### config.mk
export PLATFORM = sky130hd
export DESIGN_NAME = bkpt_chan
export DESIGN_NICKNAME = d
export VERILOG_FILES = /design/src/rtl/bkpt_pkg.sv /design/src/rtl/bkpt_regs.sv /design/src/rtl/bkpt_qual.sv /design/src/rtl/bkpt_cmp.sv /design/src/rtl/bkpt_chan.sv
export SDC_FILE = /design/constraint.sdc
export NUM_CORES = 1
export LEC_CHECK = 0
export CAP_MARGIN = 20
export CORE_ASPECT_RATIO = 1.25
export CORE_MARGIN = 2
export CORE_UTILIZATION = 55
export DETAILED_ROUTE_END_ITERATION = 12
export GPL_TIMING_DRIVEN = 1
export PLACE_DENSITY = 0.86
export SETUP_SLACK_MARGIN = 0.5
export SLEW_MARGIN = 15
export SYNTH_ARGS = -nofsm -noshare
export SYNTH_HDL_FRONTEND = slang
export SYNTH_SLANG_ARGS = --single-unit
### constraint.sdc
create_clock -name clk -period 3.5 [get_ports clk]
set_clock_uncertainty 0.05 [all_clocks]
set_input_delay 0.875 -clock clk [delete_from_list [all_inputs] [get_ports clk]]
set_output_delay 0.875 -clock clk [all_outputs]
set_load 0.01 [all_outputs]
### src/rtl/bkpt_pkg.sv
package bkpt_pkg;

  localparam logic [1:0] KIND_FETCH = 2'b01;
  localparam logic [1:0] KIND_OPND  = 2'b10;
  localparam logic [1:0] DIR_READ   = 2'b01;
  localparam logic [1:0] DIR_WRITE  = 2'b10;
  localparam logic [1:0] SZ_QUAD    = 2'b11;

  typedef struct packed {
    logic       den;
    logic [1:0] size;
    logic [1:0] bus;
    logic [1:0] dir;
    logic [1:0] kind;
    logic       en;
  } ctl_t;

  localparam int CTL_W = $bits(ctl_t);

  function automatic logic kind_pass(input logic [1:0] kind, input logic fetch);
    case (kind)
      KIND_FETCH: return fetch;
      KIND_OPND:  return !fetch;
      default:    return 1'b1;
    endcase
  endfunction

  function automatic logic dir_pass(input logic [1:0] kind, input logic [1:0] dir,
                                    input logic wr);
    if (kind != KIND_OPND) return 1'b1;
    case (dir)
      DIR_READ:  return !wr;
      DIR_WRITE: return wr;
      default:   return 1'b1;
    endcase
  endfunction

  function automatic logic bus_pass(input logic [1:0] kind, input logic [1:0] bus);
    return (kind != KIND_OPND) || (bus == 2'b00);
  endfunction

  function automatic logic masked_eq32(input logic [31:0] v, input logic [31:0] ref_v,
                                       input logic [31:0] msk);
    return ((v ^ ref_v) & ~msk) == 32'd0;
  endfunction

endpackage

### src/rtl/bkpt_regs.sv
module bkpt_regs
  import bkpt_pkg::*;
#(
  parameter int ADDR_W = 32
) (
  input  logic              clk,
  input  logic              rst_n,
  input  logic              reg_we,
  input  logic [2:0]        reg_addr,
  input  logic [31:0]       reg_wdata,
  output logic [31:0]       reg_rdata,
  output ctl_t              ctl,
  output logic [ADDR_W-1:0] amatch,
  output logic [ADDR_W-1:0] amask,
  output logic [31:0]       dmatch,
  output logic [31:0]       dmask
);

  localparam logic [2:0] A_CTL = 3'd0;
  localparam logic [2:0] A_AMT = 3'd1;
  localparam logic [2:0] A_AMK = 3'd2;
  localparam logic [2:0] A_DMT = 3'd3;
  localparam logic [2:0] A_DMK = 3'd4;

  always_ff @(posedge clk) begin
    if (!rst_n) begin
      ctl    <= '0;
      amatch <= '0;
      amask  <= '0;
      dmatch <= '0;
      dmask  <= '0;
    end else if (reg_we) begin
      case (reg_addr)
        A_CTL:   ctl    <= ctl_t'(reg_wdata[CTL_W-1:0]);
        A_AMT:   amatch <= reg_wdata[ADDR_W-1:0];
        A_AMK:   amask  <= reg_wdata[ADDR_W-1:0];
        A_DMT:   dmatch <= reg_wdata;
        A_DMK:   dmask  <= reg_wdata;
        default: ;
      endcase
    end
  end

  always_comb begin
    reg_rdata = '0;
    case (reg_addr)
      A_CTL:   reg_rdata[CTL_W-1:0]  = ctl;
      A_AMT:   reg_rdata[ADDR_W-1:0] = amatch;
      A_AMK:   reg_rdata[ADDR_W-1:0] = amask;
      A_DMT:   reg_rdata             = dmatch;
      A_DMK:   reg_rdata             = dmask;
      default: reg_rdata             = '0;
    endcase
  end

endmodule

### src/rtl/bkpt_qual.sv
module bkpt_qual
  import bkpt_pkg::*;
(
  input  ctl_t ctl,
  input  logic cyc_fetch,
  input  logic cyc_wr,
  output logic kind_ok,
  output logic dir_ok,
  output logic bus_ok
);

  assign kind_ok = kind_pass(ctl.kind, cyc_fetch);
  assign dir_ok  = dir_pass(ctl.kind, ctl.dir, cyc_wr);
  assign bus_ok  = bus_pass(ctl.kind, ctl.bus);

endmodule

### src/rtl/bkpt_cmp.sv
module bkpt_cmp
  import bkpt_pkg::*;
#(
  parameter int ADDR_W = 32
) (
  input  ctl_t              ctl,
  input  logic [1:0]        cyc_size,
  input  logic [ADDR_W-1:0] cyc_addr,
  input  logic [63:0]       cyc_data,
  input  logic [ADDR_W-1:0] amatch,
  input  logic [ADDR_W-1:0] amask,
  input  logic [31:0]       dmatch,
  input  logic [31:0]       dmask,
  output logic              addr_hit,
  output logic              data_hit
);

  logic lo_hit, hi_hit, size_ok;

  assign addr_hit = ((cyc_addr ^ amatch) & ~amask) == '0;
  assign lo_hit   = masked_eq32(cyc_data[31:0],  dmatch, dmask);
  assign hi_hit   = masked_eq32(cyc_data[63:32], dmatch, dmask);
  assign size_ok  = (cyc_size == ctl.size);

  always_comb begin
    if (!ctl.den)                data_hit = 1'b1;
    else if (!size_ok)           data_hit = 1'b0;
    else if (cyc_size == SZ_QUAD) data_hit = lo_hit | hi_hit;
    else                         data_hit = lo_hit;
  end

endmodule

### src/rtl/bkpt_chan.sv
module bkpt_chan
  import bkpt_pkg::*;
#(
  parameter int ADDR_W = 32
) (
  input  logic              clk,
  input  logic              rst_n,
  input  logic              reg_we,
  input  logic [2:0]        reg_addr,
  input  logic [31:0]       reg_wdata,
  output logic [31:0]       reg_rdata,
  input  logic              cyc_vld,
  input  logic              cyc_fetch,
  input  logic              cyc_wr,
  input  logic [1:0]        cyc_size,
  input  logic [ADDR_W-1:0] cyc_addr,
  input  logic [63:0]       cyc_data,
  output logic              brk_pulse
);

  ctl_t              ctl;
  logic [ADDR_W-1:0] amatch, amask;
  logic [31:0]       dmatch, dmask;
  logic              kind_ok, dir_ok, bus_ok, addr_hit, data_hit, cyc_hit;

  // named control fields for the bound checker
  logic       ctl_en, ctl_den;
  logic [1:0] ctl_kind, ctl_dir, ctl_bus, ctl_size;
  assign ctl_en   = ctl.en;
  assign ctl_den  = ctl.den;
  assign ctl_kind = ctl.kind;
  assign ctl_dir  = ctl.dir;
  assign ctl_bus  = ctl.bus;
  assign ctl_size = ctl.size;

  bkpt_regs #(.ADDR_W(ADDR_W)) u_regs (
    .clk(clk), .rst_n(rst_n), .reg_we(reg_we), .reg_addr(reg_addr),
    .reg_wdata(reg_wdata), .reg_rdata(reg_rdata), .ctl(ctl),
    .amatch(amatch), .amask(amask), .dmatch(dmatch), .dmask(dmask)
  );

  bkpt_qual u_qual (
    .ctl(ctl), .cyc_fetch(cyc_fetch), .cyc_wr(cyc_wr),
    .kind_ok(kind_ok), .dir_ok(dir_ok), .bus_ok(bus_ok)
  );

  bkpt_cmp #(.ADDR_W(ADDR_W)) u_cmp (
    .ctl(ctl), .cyc_size(cyc_size), .cyc_addr(cyc_addr), .cyc_data(cyc_data),
    .amatch(amatch), .amask(amask), .dmatch(dmatch), .dmask(dmask),
    .addr_hit(addr_hit), .data_hit(data_hit)
  );

  assign cyc_hit = cyc_vld & ctl.en & kind_ok & dir_ok & bus_ok & addr_hit & data_hit;

  always_ff @(posedge clk) begin
    if (!rst_n) brk_pulse <= 1'b0;
    else        brk_pulse <= cyc_hit;
  end

endmodule

# After elaboration in Yosys (flattened, before gate mapping)
# Cells that the tools add are included.
# Widths: inputs -> output; s select.
totals:
  ff_bits: 139
  in_bits: 139
  out_inout_bits: 33
  word_cells: 60
op_classes:
  muxes: 10
  n_eq_ne: 11
  bitwise: 15
  n_reduce_logical: 13
op_table:
  columns: ["op", "count"]
  rows:
  - ["$and 32x32->32", 3]
  - ["$logic_not 32->1", 3]
  - ["$xor 32x32->32", 3]
  - ["$pmux 22 s4", 1]
  - ["$not 32->32", 2]
  - ["$pmux 10 s5", 1]
  - ["$reduce_and 2->1", 5]
  - ["$and 1x1->1", 6]
  - ["$eq 2x2->1 const B", 3]
  - ["$eq 3x2->1 const B", 2]
  - ["$mux 1", 6]
  - ["$eq 2x1->1 const B", 2]
  - ["$pmux 1 s2", 2]
  - ["$eq 3x1->1 const B", 1]
  - ["$eq 3x3->1 const B", 1]
  - ["$logic_not 3->1", 1]
  - ["$eq 2x2->1", 1]
  - ["$logic_not 1->1", 2]
  - ["$logic_not 2->1", 1]
  - ["$ne 2x2->1 const B", 1]
  - ["$logic_or 1x1->1", 1]
  - ["$or 1x1->1", 1]

# Logic depth before layout (Yosys ltp)
depth:
  ltp_word: 8
  ltp_mapped: 8
  ltp_nobuf: 8

# By module
# A second synthesis with hierarchy kept.
unflattened:
  hier_cells: 928
  area_unflattened_um2: 7648.6
modules_own_cells:
  columns: ["mod", "cells_each", "seq_area_each_um2", "instances", "area_per_inst_um2"]
  rows:
  - ["bkpt_regs", 744, 2762.6, 1, 6203.4]
  - ["bkpt_cmp", 166, 0.0, 1, 1293.7]
  - ["bkpt_qual", 14, 0.0, 1, 115.1]
  - ["bkpt_chan", 4, 20.0, 1, 36.3]

# Worst setup path before layout
# Ideal clock, no wire load.
synth_timing:
  kind: "input -> output"
  startpoint: "input port reg_addr[1]"
  endpoint: "output port reg_rdata[0]"
  stages: 5
  slack_ns: 0.666
  n_path_buf: 3
  arrival_ns: 1.909
  cell_sequence: "buf_2 > buf_2 > buf_2 > mux2i_1 > o22ai_1"
synth_via:
  elab_chain_len: 2
synth_lines:
  columns: ["element", "line", "source"]
  rows:
  - ["start, declared", "bkpt_chan.sv:9", "input logic [2:0] reg_addr,"]
  - ["$eq 3x3->1, or another cell as far along", "bkpt_regs.sv:46", "case (reg_addr)"]
  - ["$pmux 10 s5 *", "bkpt_regs.sv:46", null]
  - ["end, declared", "bkpt_chan.sv:11", "output logic [31:0] reg_rdata,"]
# Mark *: on every way between the ends. The rest lies on a longest branch, timed or not.

# Worst setup path in the final report
layout_timing:
  startpoint: "input port reg_addr[0]"
  endpoint: "output port reg_rdata[21]"
layout_via:
  elab_chain_len: 2
layout_lines:
  columns: ["element", "line"]
  rows:
  - ["$eq 3x3->1, or another cell as far along", "bkpt_regs.sv:46"]
  - ["$pmux 22 s4 *", "bkpt_regs.sv:46"]
# Marks and branches as above.

==> key figures <==
Clock network
  • Root buf cell: clkbuf_16
  • Clock Sinks: 139
  • Clk pin slew, worst setup/hold paths: 0.06 ns
  • CTS Buf Count: 17
  • H-Tree Depth: 4
  • Worst-Skew Late Latency: 0.42 ns
  • CTS tree: built
  • CTS Buffer Depth: 2

Route
  • Total wire length: 29000 um
  • Post-route ant nets: 0
  • DR WL/cell: 22.1 um
  • Initial DRC Count: 1098
  • Drt drc: 0
  • TritonRoute pass-1 iters: 6
  • Via-to-Cell Ratio: 6.29
  • Via count: 8283

Worst setup path
  • Critical Path Source Type: input pin
  • Worst reg2reg path depth: 7
  • Crit path max fanout: 15
  • Required @ worst endpoint: 2.57 ns
  • Reg-to-Reg Start: u_regs.ctl[3]
  • Crit. End Element: output pin
  • Worst reg2reg setup slack: 1.09 ns
  • Critical Path AT: 2.37 ns
  • Crit Path Category: in2out
  • Worst reg2reg endpoint: brk_pulse

Logic synthesis
  • Post-synthesis register bit count: 139
  • Synth Flop Type: dfxtp_1
  • Synth warn: 0
  • Unique masters post-synth: 36
  • Syn Inst Count: 952
  • Net Count, Synth: 1095
  • Synthesized cell area: 7580 sq um
  • Synth Area per Inst: 7.96 sq um
  • Register area share after synthesis: 0.367
  • Post-synth EDFFs: 0
  • Post-synth ARST share: 0

Die
  • Die Height: 135 um
  • Starting Density: 0.568
  • Rows: 47
  • # IOs: 172
  • Core area: 13300 sq um
  • DIE AREA: 14700 sq um
  • Die X: 109 um

Timing
  • Fin worst setup slack: 0.202 ns
  • Post-route minimum period: 3.30 ns
  • RSZ-0062 raised after global routing: yes
  • Setup TNS: 0 ns
  • Worst-Margin Slew: 0.769 ns
  • Fin crit share: 0.942
  • Max-slew violations: 0
  • Final Hold Violating Endpoints: 0
  • Slew margin rel.: 0.484
  • Peak Freq: 303 MHz
  • Final number of setup-violating endpoints: 0

Final layout
  • Most frequent cells in the layout: 302 x nand2_1, 150 x clkdlybuf4s50_1, 139 x dfxtp_1
  • P&R area growth vs syn: 36.4%
  • Ratio of cells with drive above 1 in the final layout: 0.0917
  • Final Cell Area: 10300 sq um
  • Commonest non-fill, non-tap cell in the layout: nand2_1
  • Non-Filler Instances: 1316
  • Filler instances: 892
  • Total Nets Final: 1275
  • Diode count: 0

Placed design
  • DP Cell Count: 1277
  • HPWL Detailed: 20000 um
  • RD Place Congestion: 0.967
  • IO Port Bufs: 171
  • Place WS: -0.118 ns
  • Post-DP Area: 9630 sq um

Status
  • Result of the run: finished clean

Global route
  • GRT overflow: 0
  • First-pass GRT wire length: 43200 um
  • Gr usage total: 0.393
  • Initial antenna violation count: 1
  • Largest net degree at the start of global routing: 139
  • Vias in the first global route: 7804

Power and ir drop
  • Overall power: 4.02 mW
  • Peak supply drop: 0.000306 V
  • Power density over the cells: 389 nW/um^2
  • Static Leak: 3.54 nW

Worst hold path
  • Worst hold endpoint: u_regs.amask[4]
  • Hold crit path type: reg2reg
  • Hold Path Depth: 2
  • Worst hold start: u_regs.amask[4]

Flow run
  • Maxcap violations: 0
per-stage QoR:
step	util	hold WS, ns
final	0.774	0.424
after global routing	0.774	0.450
after CTS	0.768	0.422
after detailed placement	0.722	0.414
after global placement	0.722	0.404
after floorplan	-	0.394
final cells by class:
class / instances / area [sq um] / share of cell area
Clock buffer: 20 / 457 / 0.0442
Clock inverter: 12 / 115 / 0.0111
Inverter: 5 / 18.8 / 0.00182
Multi-Input combinational cell: 750 / 4620 / 0.447
Sequential cell: 139 / 2780 / 0.269
Tap cell: 171 / 214 / 0.0207
Timing Repair Buffer: 219 / 2130 / 0.206
state kept, by name, indices dropped and copies added (netlist names):
name	cells
u_regs.amask	32
u_regs.dmatch	32
u_regs.amatch	32
u_regs.dmask	32
u_regs.ctl	10
brk_pulse	1
critical path, cell delays in order:
cell             delay, ns
buf_4                 0.16
buf_12                0.16
nor3b_4               0.23
buf_6                 0.22
nand2_1               0.07
o21ai_1               0.09
clkdlybuf4s50_1       0.55
metal layers:
metal,GRT usage,share of wire,vias to the layer above
li1,-,-,3621
met1,0.479,0.35,3855
met2,0.627,0.46,649
met3,0.0972,0.12,156
met4,0.223,0.064,2
met5,0,0.00055,-
kinds of logic after synthesis:
family,share of synthesized area
AO/OA/AOI/OAI,0.235
XOR/XNOR,0.113
adder cells (fa/ha/maj),0.00660
buffers and inverters,0.0320
flip-flops,0.367
multiplexers,0.0609
AND/OR/NAND/NOR,0.185
cell usage after synthesis (6+ instances only):
| master | number | area [sq um] |
|---|---|---|
| a21boi_1 | 138 | 1040 |
| a21oi_1 | 9 | 45.0 |
| a22oi_1 | 22 | 165 |
| clkbuf_1 | 51 | 191 |
| dfxtp_1 | 139 | 2780 |
| mux2_1 | 23 | 259 |
| mux2i_1 | 18 | 180 |
| nand2_1 | 302 | 1130 |
| nor2_1 | 20 | 75.1 |
| nor2b_1 | 6 | 37.5 |
| o21ai_1 | 22 | 110 |
| o22ai_1 | 51 | 319 |
| xnor2_1 | 98 | 858 |
timing repair:
action | 4_1_cts | 5_1_grt
cloned | 0 | 1
setup buffers | 2 | 3
endpoints found under the setup margin | 32 | 28
hold buffers | 0 | 0
gates resized for setup | 31 | 21
worst max path at each step:
| stage | from | to | depth (start not counted) |
|---|---|---|---|
| detailed placement | reg_addr[2] | reg_rdata[8] | 5 |
| finish | reg_addr[0] | reg_rdata[21] | 7 |
| floorplan | reg_addr[1] | reg_rdata[0] | 5 |
| global placement | reg_addr[2] | reg_rdata[5] | 6 |
| global route | reg_addr[0] | reg_rdata[25] | 7 |
| CTS | reg_addr[0] | reg_rdata[21] | 7 |
power by group:
group | internal (mW) | switching (mW) | total, mW
registers | 1.62 | 0.0430 | 1.66
clock network | 1.02 | 0.734 | 1.75
logic | 0.321 | 0.290 | 0.610
total | 2.96 | 1.07 | 4.02
Note: power is estimated with default switching activity, not from simulation.
